[config.mk]
export PLATFORM = sky130hd
export DESIGN_NAME = burst_col_gen
export DESIGN_NICKNAME = d
export VERILOG_FILES = /design/src/rtl/bcg_pkg.sv /design/src/rtl/bcg_mode_reg.sv /design/src/rtl/bcg_col_seq.sv /design/src/rtl/bcg_rd_pipe.sv /design/src/rtl/burst_col_gen.sv
export SDC_FILE = /design/constraint.sdc
export NUM_CORES = 1
export LEC_CHECK = 0
export ABC_AREA = 1
export BUFFER_PORTS_ARGS = -buffer_cell sky130_fd_sc_hd__buf_4
export CAP_MARGIN = 20
export CORE_ASPECT_RATIO = 0.6
export CORE_MARGIN = 2
export CORE_UTILIZATION = 45
export CTS_BUF_LIST = sky130_fd_sc_hd__clkbuf_4
export DETAILED_ROUTE_END_ITERATION = 6
export PLACE_DENSITY = 0.67
export SKIP_CTS_REPAIR_TIMING = 1
export SYNTH_ARGS = -nofsm -noshare
export SYNTH_HDL_FRONTEND = slang
export SYNTH_HIERARCHICAL = 1
export SYNTH_SLANG_ARGS = --single-unit
[constraint.sdc]
create_clock -name clk -period 1.7 [get_ports clk]
set_input_delay 0 -clock clk [delete_from_list [all_inputs] [get_ports clk]]
set_output_delay 0 -clock clk [all_outputs]
set_load 0.005 [all_outputs]
[src/rtl/bcg_pkg.sv]
package bcg_pkg;

    localparam int MODE_W = 10;

    typedef struct packed {
        logic [2:0] bl;
        logic       ilv;
        logic [2:0] cl;
    } mode_t;

    function automatic logic code_ok(input logic [MODE_W-1:0] c);
        logic bl_ok;
        logic cl_ok;
        bl_ok = (c[2:0] inside {3'b000, 3'b001, 3'b010, 3'b011, 3'b111});
        cl_ok = (c[6:4] == 3'd2) || (c[6:4] == 3'd3);
        return bl_ok && cl_ok && (c[9:7] == 3'b000) && !((c[2:0] == 3'b111) && c[3]);
    endfunction

endpackage

[src/rtl/bcg_mode_reg.sv]
module bcg_mode_reg
    import bcg_pkg::*;
(
    input  logic              clk,
    input  logic              rst_n,
    input  logic              wr,
    input  logic [MODE_W-1:0] code,
    input  logic              busy,
    output mode_t             mode,
    output logic              err
);
    typedef struct packed {
        mode_t mode;
        logic  err;
    } st_t;

    st_t st_d, st_q;

    always_comb begin
        st_d     = st_q;
        st_d.err = 1'b0;
        if (wr) begin
            if (busy || !code_ok(code)) begin
                st_d.err = 1'b1;
            end else begin
                st_d.mode.bl  = code[2:0];
                st_d.mode.ilv = code[3];
                st_d.mode.cl  = code[6:4];
            end
        end
    end

    always_ff @(posedge clk) begin
        if (!rst_n) begin
            st_q.mode.bl  <= 3'b000;
            st_q.mode.ilv <= 1'b0;
            st_q.mode.cl  <= 3'd2;
            st_q.err      <= 1'b0;
        end else begin
            st_q <= st_d;
        end
    end

    assign mode = st_q.mode;
    assign err  = st_q.err;
endmodule

[src/rtl/bcg_col_seq.sv]
module bcg_col_seq #(
    parameter int COL_W = 9
) (
    input  logic             clk,
    input  logic             rst_n,
    input  logic [2:0]       bl,
    input  logic             ilv,
    input  logic             start,
    input  logic             start_rd,
    input  logic [COL_W-1:0] start_col,
    input  logic             stop,
    output logic [COL_W-1:0] col,
    output logic             valid,
    output logic             is_rd
);
    typedef struct packed {
        logic [COL_W-1:0] base;
        logic [COL_W-1:0] cnt;
        logic             valid;
        logic             rd;
    } st_t;

    st_t st_d, st_q;
    logic [COL_W-1:0] mask;
    logic             page;
    logic             last;

    always_comb begin
        case (bl)
            3'b000:  mask = '0;
            3'b001:  mask = COL_W'(1);
            3'b010:  mask = COL_W'(3);
            3'b011:  mask = COL_W'(7);
            default: mask = '1;
        endcase
    end

    assign page = (bl == 3'b111);
    assign last = st_q.valid && !page && (st_q.cnt == mask);

    always_comb begin
        st_d = st_q;
        if (start) begin
            st_d.base  = start_col;
            st_d.cnt   = '0;
            st_d.valid = 1'b1;
            st_d.rd    = start_rd;
        end else if (stop) begin
            st_d.valid = 1'b0;
        end else if (st_q.valid) begin
            if (last) begin
                st_d.valid = 1'b0;
            end else begin
                st_d.cnt = st_q.cnt + COL_W'(1);
            end
        end
    end

    always_ff @(posedge clk) begin
        if (!rst_n) begin
            st_q <= '0;
        end else begin
            st_q <= st_d;
        end
    end

    always_comb begin
        if (ilv) begin
            col = (st_q.base & ~mask) | ((st_q.base ^ st_q.cnt) & mask);
        end else begin
            col = (st_q.base & ~mask) | ((st_q.base + st_q.cnt) & mask);
        end
    end

    assign valid = st_q.valid;
    assign is_rd = st_q.rd;
endmodule

[src/rtl/bcg_rd_pipe.sv]
module bcg_rd_pipe #(
    parameter int LAT_MAX = 3
) (
    input  logic       clk,
    input  logic       rst_n,
    input  logic       beat,
    input  logic       dqm,
    input  logic [2:0] cl,
    output logic       rd_valid,
    output logic       rd_oe,
    output logic       pend
);
    localparam int SR_N = LAT_MAX - 1;

    typedef struct packed {
        logic [SR_N-1:0] sr;
        logic [1:0]      msk;
    } st_t;

    st_t st_d, st_q;

    always_comb begin
        st_d.sr[0] = beat;
        for (int i = 1; i < SR_N; i++) begin
            st_d.sr[i] = st_q.sr[i-1];
        end
        st_d.msk = {st_q.msk[0], dqm};
    end

    always_ff @(posedge clk) begin
        if (!rst_n) begin
            st_q <= '0;
        end else begin
            st_q <= st_d;
        end
    end

    always_comb begin
        rd_valid = 1'b0;
        for (int i = 0; i < SR_N; i++) begin
            if ((int'(cl) - 2) == i) rd_valid = st_q.sr[i];
        end
    end

    assign rd_oe = rd_valid & ~st_q.msk[1];
    assign pend  = |st_q.sr;
endmodule

[src/rtl/burst_col_gen.sv]
module burst_col_gen
    import bcg_pkg::*;
#(
    parameter int COL_W   = 9,
    parameter int LAT_MAX = 3
) (
    input  logic             clk,
    input  logic             rst_n,
    input  logic             mrs_wr,
    input  logic [9:0]       mrs_code,
    input  logic             start,
    input  logic             start_rd,
    input  logic [COL_W-1:0] start_col,
    input  logic             stop,
    input  logic             dqm,
    output logic [COL_W-1:0] col_out,
    output logic             col_valid,
    output logic             wr_en,
    output logic             rd_valid,
    output logic             rd_oe,
    output logic             mode_err
);
    mode_t mode_q;
    logic  busy;
    logic  is_rd;
    logic  pend;

    assign busy = col_valid | start | pend;

    bcg_mode_reg u_mode (
        .clk  (clk),
        .rst_n(rst_n),
        .wr   (mrs_wr),
        .code (mrs_code),
        .busy (busy),
        .mode (mode_q),
        .err  (mode_err)
    );

    bcg_col_seq #(.COL_W(COL_W)) u_seq (
        .clk      (clk),
        .rst_n    (rst_n),
        .bl       (mode_q.bl),
        .ilv      (mode_q.ilv),
        .start    (start),
        .start_rd (start_rd),
        .start_col(start_col),
        .stop     (stop),
        .col      (col_out),
        .valid    (col_valid),
        .is_rd    (is_rd)
    );

    bcg_rd_pipe #(.LAT_MAX(LAT_MAX)) u_rd (
        .clk     (clk),
        .rst_n   (rst_n),
        .beat    (col_valid & is_rd),
        .dqm     (dqm),
        .cl      (mode_q.cl),
        .rd_valid(rd_valid),
        .rd_oe   (rd_oe),
        .pend    (pend)
    );

    assign wr_en = col_valid & ~is_rd & ~dqm;
endmodule

==> metrics.txt <==
CP top delay family simple AND/OR/NAND/NOR gates; ys async rst share 0; CP dominant cell by count nand2_2; Leakage 1.41 nW; Setup CP Type flop to output pin; GRT Total Usage 0.217; Core Rows 19; final hold vios 2; CTS Buf Count 5; Post-Syn Nets 370; vias in the first global route 1986; most common cell in the synthesized netlist nand2_1; clk sinks 32; post-synthesis mux area share 0.00537; CTS max path bufs 2; Initial Util 0.465; setup ws final -0.234 ns; mean routed wirelength per cell 12.4 µm; Worst setup SP type flop; post-layout net count 434; commonest cells in the netlist nand2_1 (94), inv_1 (52), nor2_1 (41), dfxtp_1 (32), nand3_1 (30); largest net degree at the start of global routing 24; CP max-delay cell fa_2; GRT overflow 0; Area Overhead vs Synth 39.6%; Layout Cells excl Fill 461; area leader, netlist dfxtp_1; WP buf/inv 1; layout cells sized above 1 0.274; Pwr Total 1.61 mW; Syn Inst Count 333; Core Area 4520 µm²; Hold Slack -0.00553 ns; Synth area leaders dfxtp_1 (31%), nand2_1 (17%), inv_1 (9.3%); Worst-Margin Slew 0.433 ns; complex-gate fraction of the synthesized area 0.0942; I/O Pins 40; Seq cells post-synth 32; initial antenna violation count 0; Min-Delay Path Class primary input to flop; die area 5240 µm²; Via density around 5; Crit path arrival time 1.93 ns; Rel. slew slack 0.711; drt first pass iters 4; synth warn 6; Post-Synth XOR/XNOR Area 0.0250; DR DRC count 0; via count 2274; Final Max Slew Viols 0; I/O Buffers 39; Post-Synth Adder-Cell Area 0.0692; CP required 1.70 ns; TritonCTS clock tree yes; Synth Flop Type dfxtp_1; status finished with violations; violated checks negative hold slack, negative setup slack; root buffer cell clkbuf_4; Yosys cell types 28; Hold Path Stages 3; dpl cell area ~2500 µm²; n_diodes 0; htree depth 2; RSZ-0062 raised after global routing true; Yosys top cell area share 0.305; placed insts 439; synthesized area about 2100 µm²; DPL Wire Length 4070 µm; Starting DRT DRC Count ~140; Final Critical Period between 1.5 and 2 ns; dpl ws 0.0543 ns; CP endpoint kind output pin; fin crit share 1.14; total routed wirelength about 5700 µm; Final Skew 0.00537 ns; largest family of logic cells by synthesized area simple AND/OR/NAND/NOR gates; die height 56.9 µm; setup TNS -0.716 ns; design area 2930 µm²; slowest cell delay on critical path 0.41 ns; RePlAce Congestion 0.826; Final ANT Viol Nets 0; max cap viols 0; sequential area share after synthesis 0.305; simple-gate share of the synthesized area 0.389; first-pass GRT wire length ~9000 µm; Fmax achieved 517 MHz; P per Cell Area approximately 550 nW/µm²; Critical Path Stages 12; critical path cell sequence ha_4, fa_2, nand3_2, nand2_4, nand2_2, nand2_2, nand2_2, nand2_2, nand3_2, nand2_1, nand2_1, buf_4; Worst Reg-to-Reg Cells 11; Die X-Extent 92.2 µm; number of flops mapped to enable cells by yosys 0; Worst-path clk slew 0.10 ns; Synth Area per Inst about 6.3 µm²; Max rail drop VDD 490 µV; final setup fails 5; worst-path maximum fanout 4; clk_lat worst skew 0.33 ns
-- area by class of cell --
class                           count  area, µm²
Clock buffer                        5       37.5
Clock inverter                      3       37.5
Fill cell                         415       1590
Inverter                           54        203
Multi-Input combinational cell    240       1400
Sequential cell                    32        667
Tap cell                           63       78.8
Timing Repair Buffer               64        510
-- logic make-up after synthesis --
family                     after synthesis
and+or+nand+nor                        184
muxes                                    1
adders and majority gates               11
AOI/OAI and AO/OA                       38
DFF                                     32
xor gates and xnor gates                 6
buffers and inverters                   61
-- per-stage QoR --
stage                      util  hold slack [ns]
after floorplan               -           0.0311
after global placement    0.558            0.197
after detailed placement  0.558            0.199
after CTS                 0.575           -0.148
after global routing      0.648         -0.00276
final                     0.648         -0.00553
-- sequential cells by signal (all words and copies together), names as in the netlist --
name,count
u_rd/st_d,2
u_seq/is_rd,1
u_mode/err,1
u_mode/mode,7
u_seq/st_q,18
u_seq/valid,1
u_rd/st_q,2
-- routing by layer --
metal / share of wire / up-vias / global-route usage
met1: 0.49 / 1025 / 0.330
met2: 0.43 / 72 / 0.306
met5: 0 / - / 0
li1: - / 1173 / -
met3: 0.073 / 4 / 0.0537
met4: 0.0046 / 0 / 0.0469
-- layout by cell type, fill, tap and decap left out --
master         synthesis  routed
a21o_1                 1       1
fa_2                   0       1
o21ai_1                0       1
bufinv_16              0       1
nand3_4                1       1
inv_1                 52      52
a21oi_1               23      19
nand3b_1               1       1
ha_1                  10       3
nand4_1                8       8
xor2_1                 4       3
o21ai_0               12      10
nand2_4                2       3
xnor2_1                2       2
buf_4                  1      52
dfxtp_4                0       4
nand2_8                1       1
nor2_4                 1       2
nand3_2                0       5
inv_2                  1       1
nand2_1               94      86
clkinv_1               1       3
dlygate4sd3_1          0      12
o21bai_1               2       2
and3_1                 1       1
dfxtp_1               32      19
mux2_2                 1       1
clkbuf_4               0       5
xor2_2                 0       1
nand3_1               30      25
nand2_2                0       7
nor2_2                 4       3
dfxtp_2                0       9
ha_4                   0       7
a21oi_2                0       4
nor2_1                41      41
o21ai_2                0       1
-- worst register-to-register path, delay by kind of cell, from the launching register on --
kind	cells	cell delay (ns)
AOI/OAI and AO/OA	1	0.15
buffers and inverters	2	0.24
DFF	1	0.41
and+or+nand+nor	8	0.64
-- path summary, 6_finish.rpt --
| kind | from | endpoint | slack [ns] |
|---|---|---|---|
| hold reg to reg | u_rd/st_d[1] | u_rd/st_q[1] | 0.42 |
| setup / recovery | u_seq/st_q[11] | col_out[8] | -0.23 |
| hold / removal | start_col[8] | u_seq/st_q[19] | -0.006 |
| setup reg to reg | u_seq/st_q[5] | u_seq/st_q[2] | 0.17 |
-- power breakdown --
part / switching [mW] / internal, mW
Combinational: 0.120 / 0.135
Clock: 0.268 / 0.300
Sequential: 0.0232 / 0.768
Note: power is estimated with default switching activity, not from simulation.
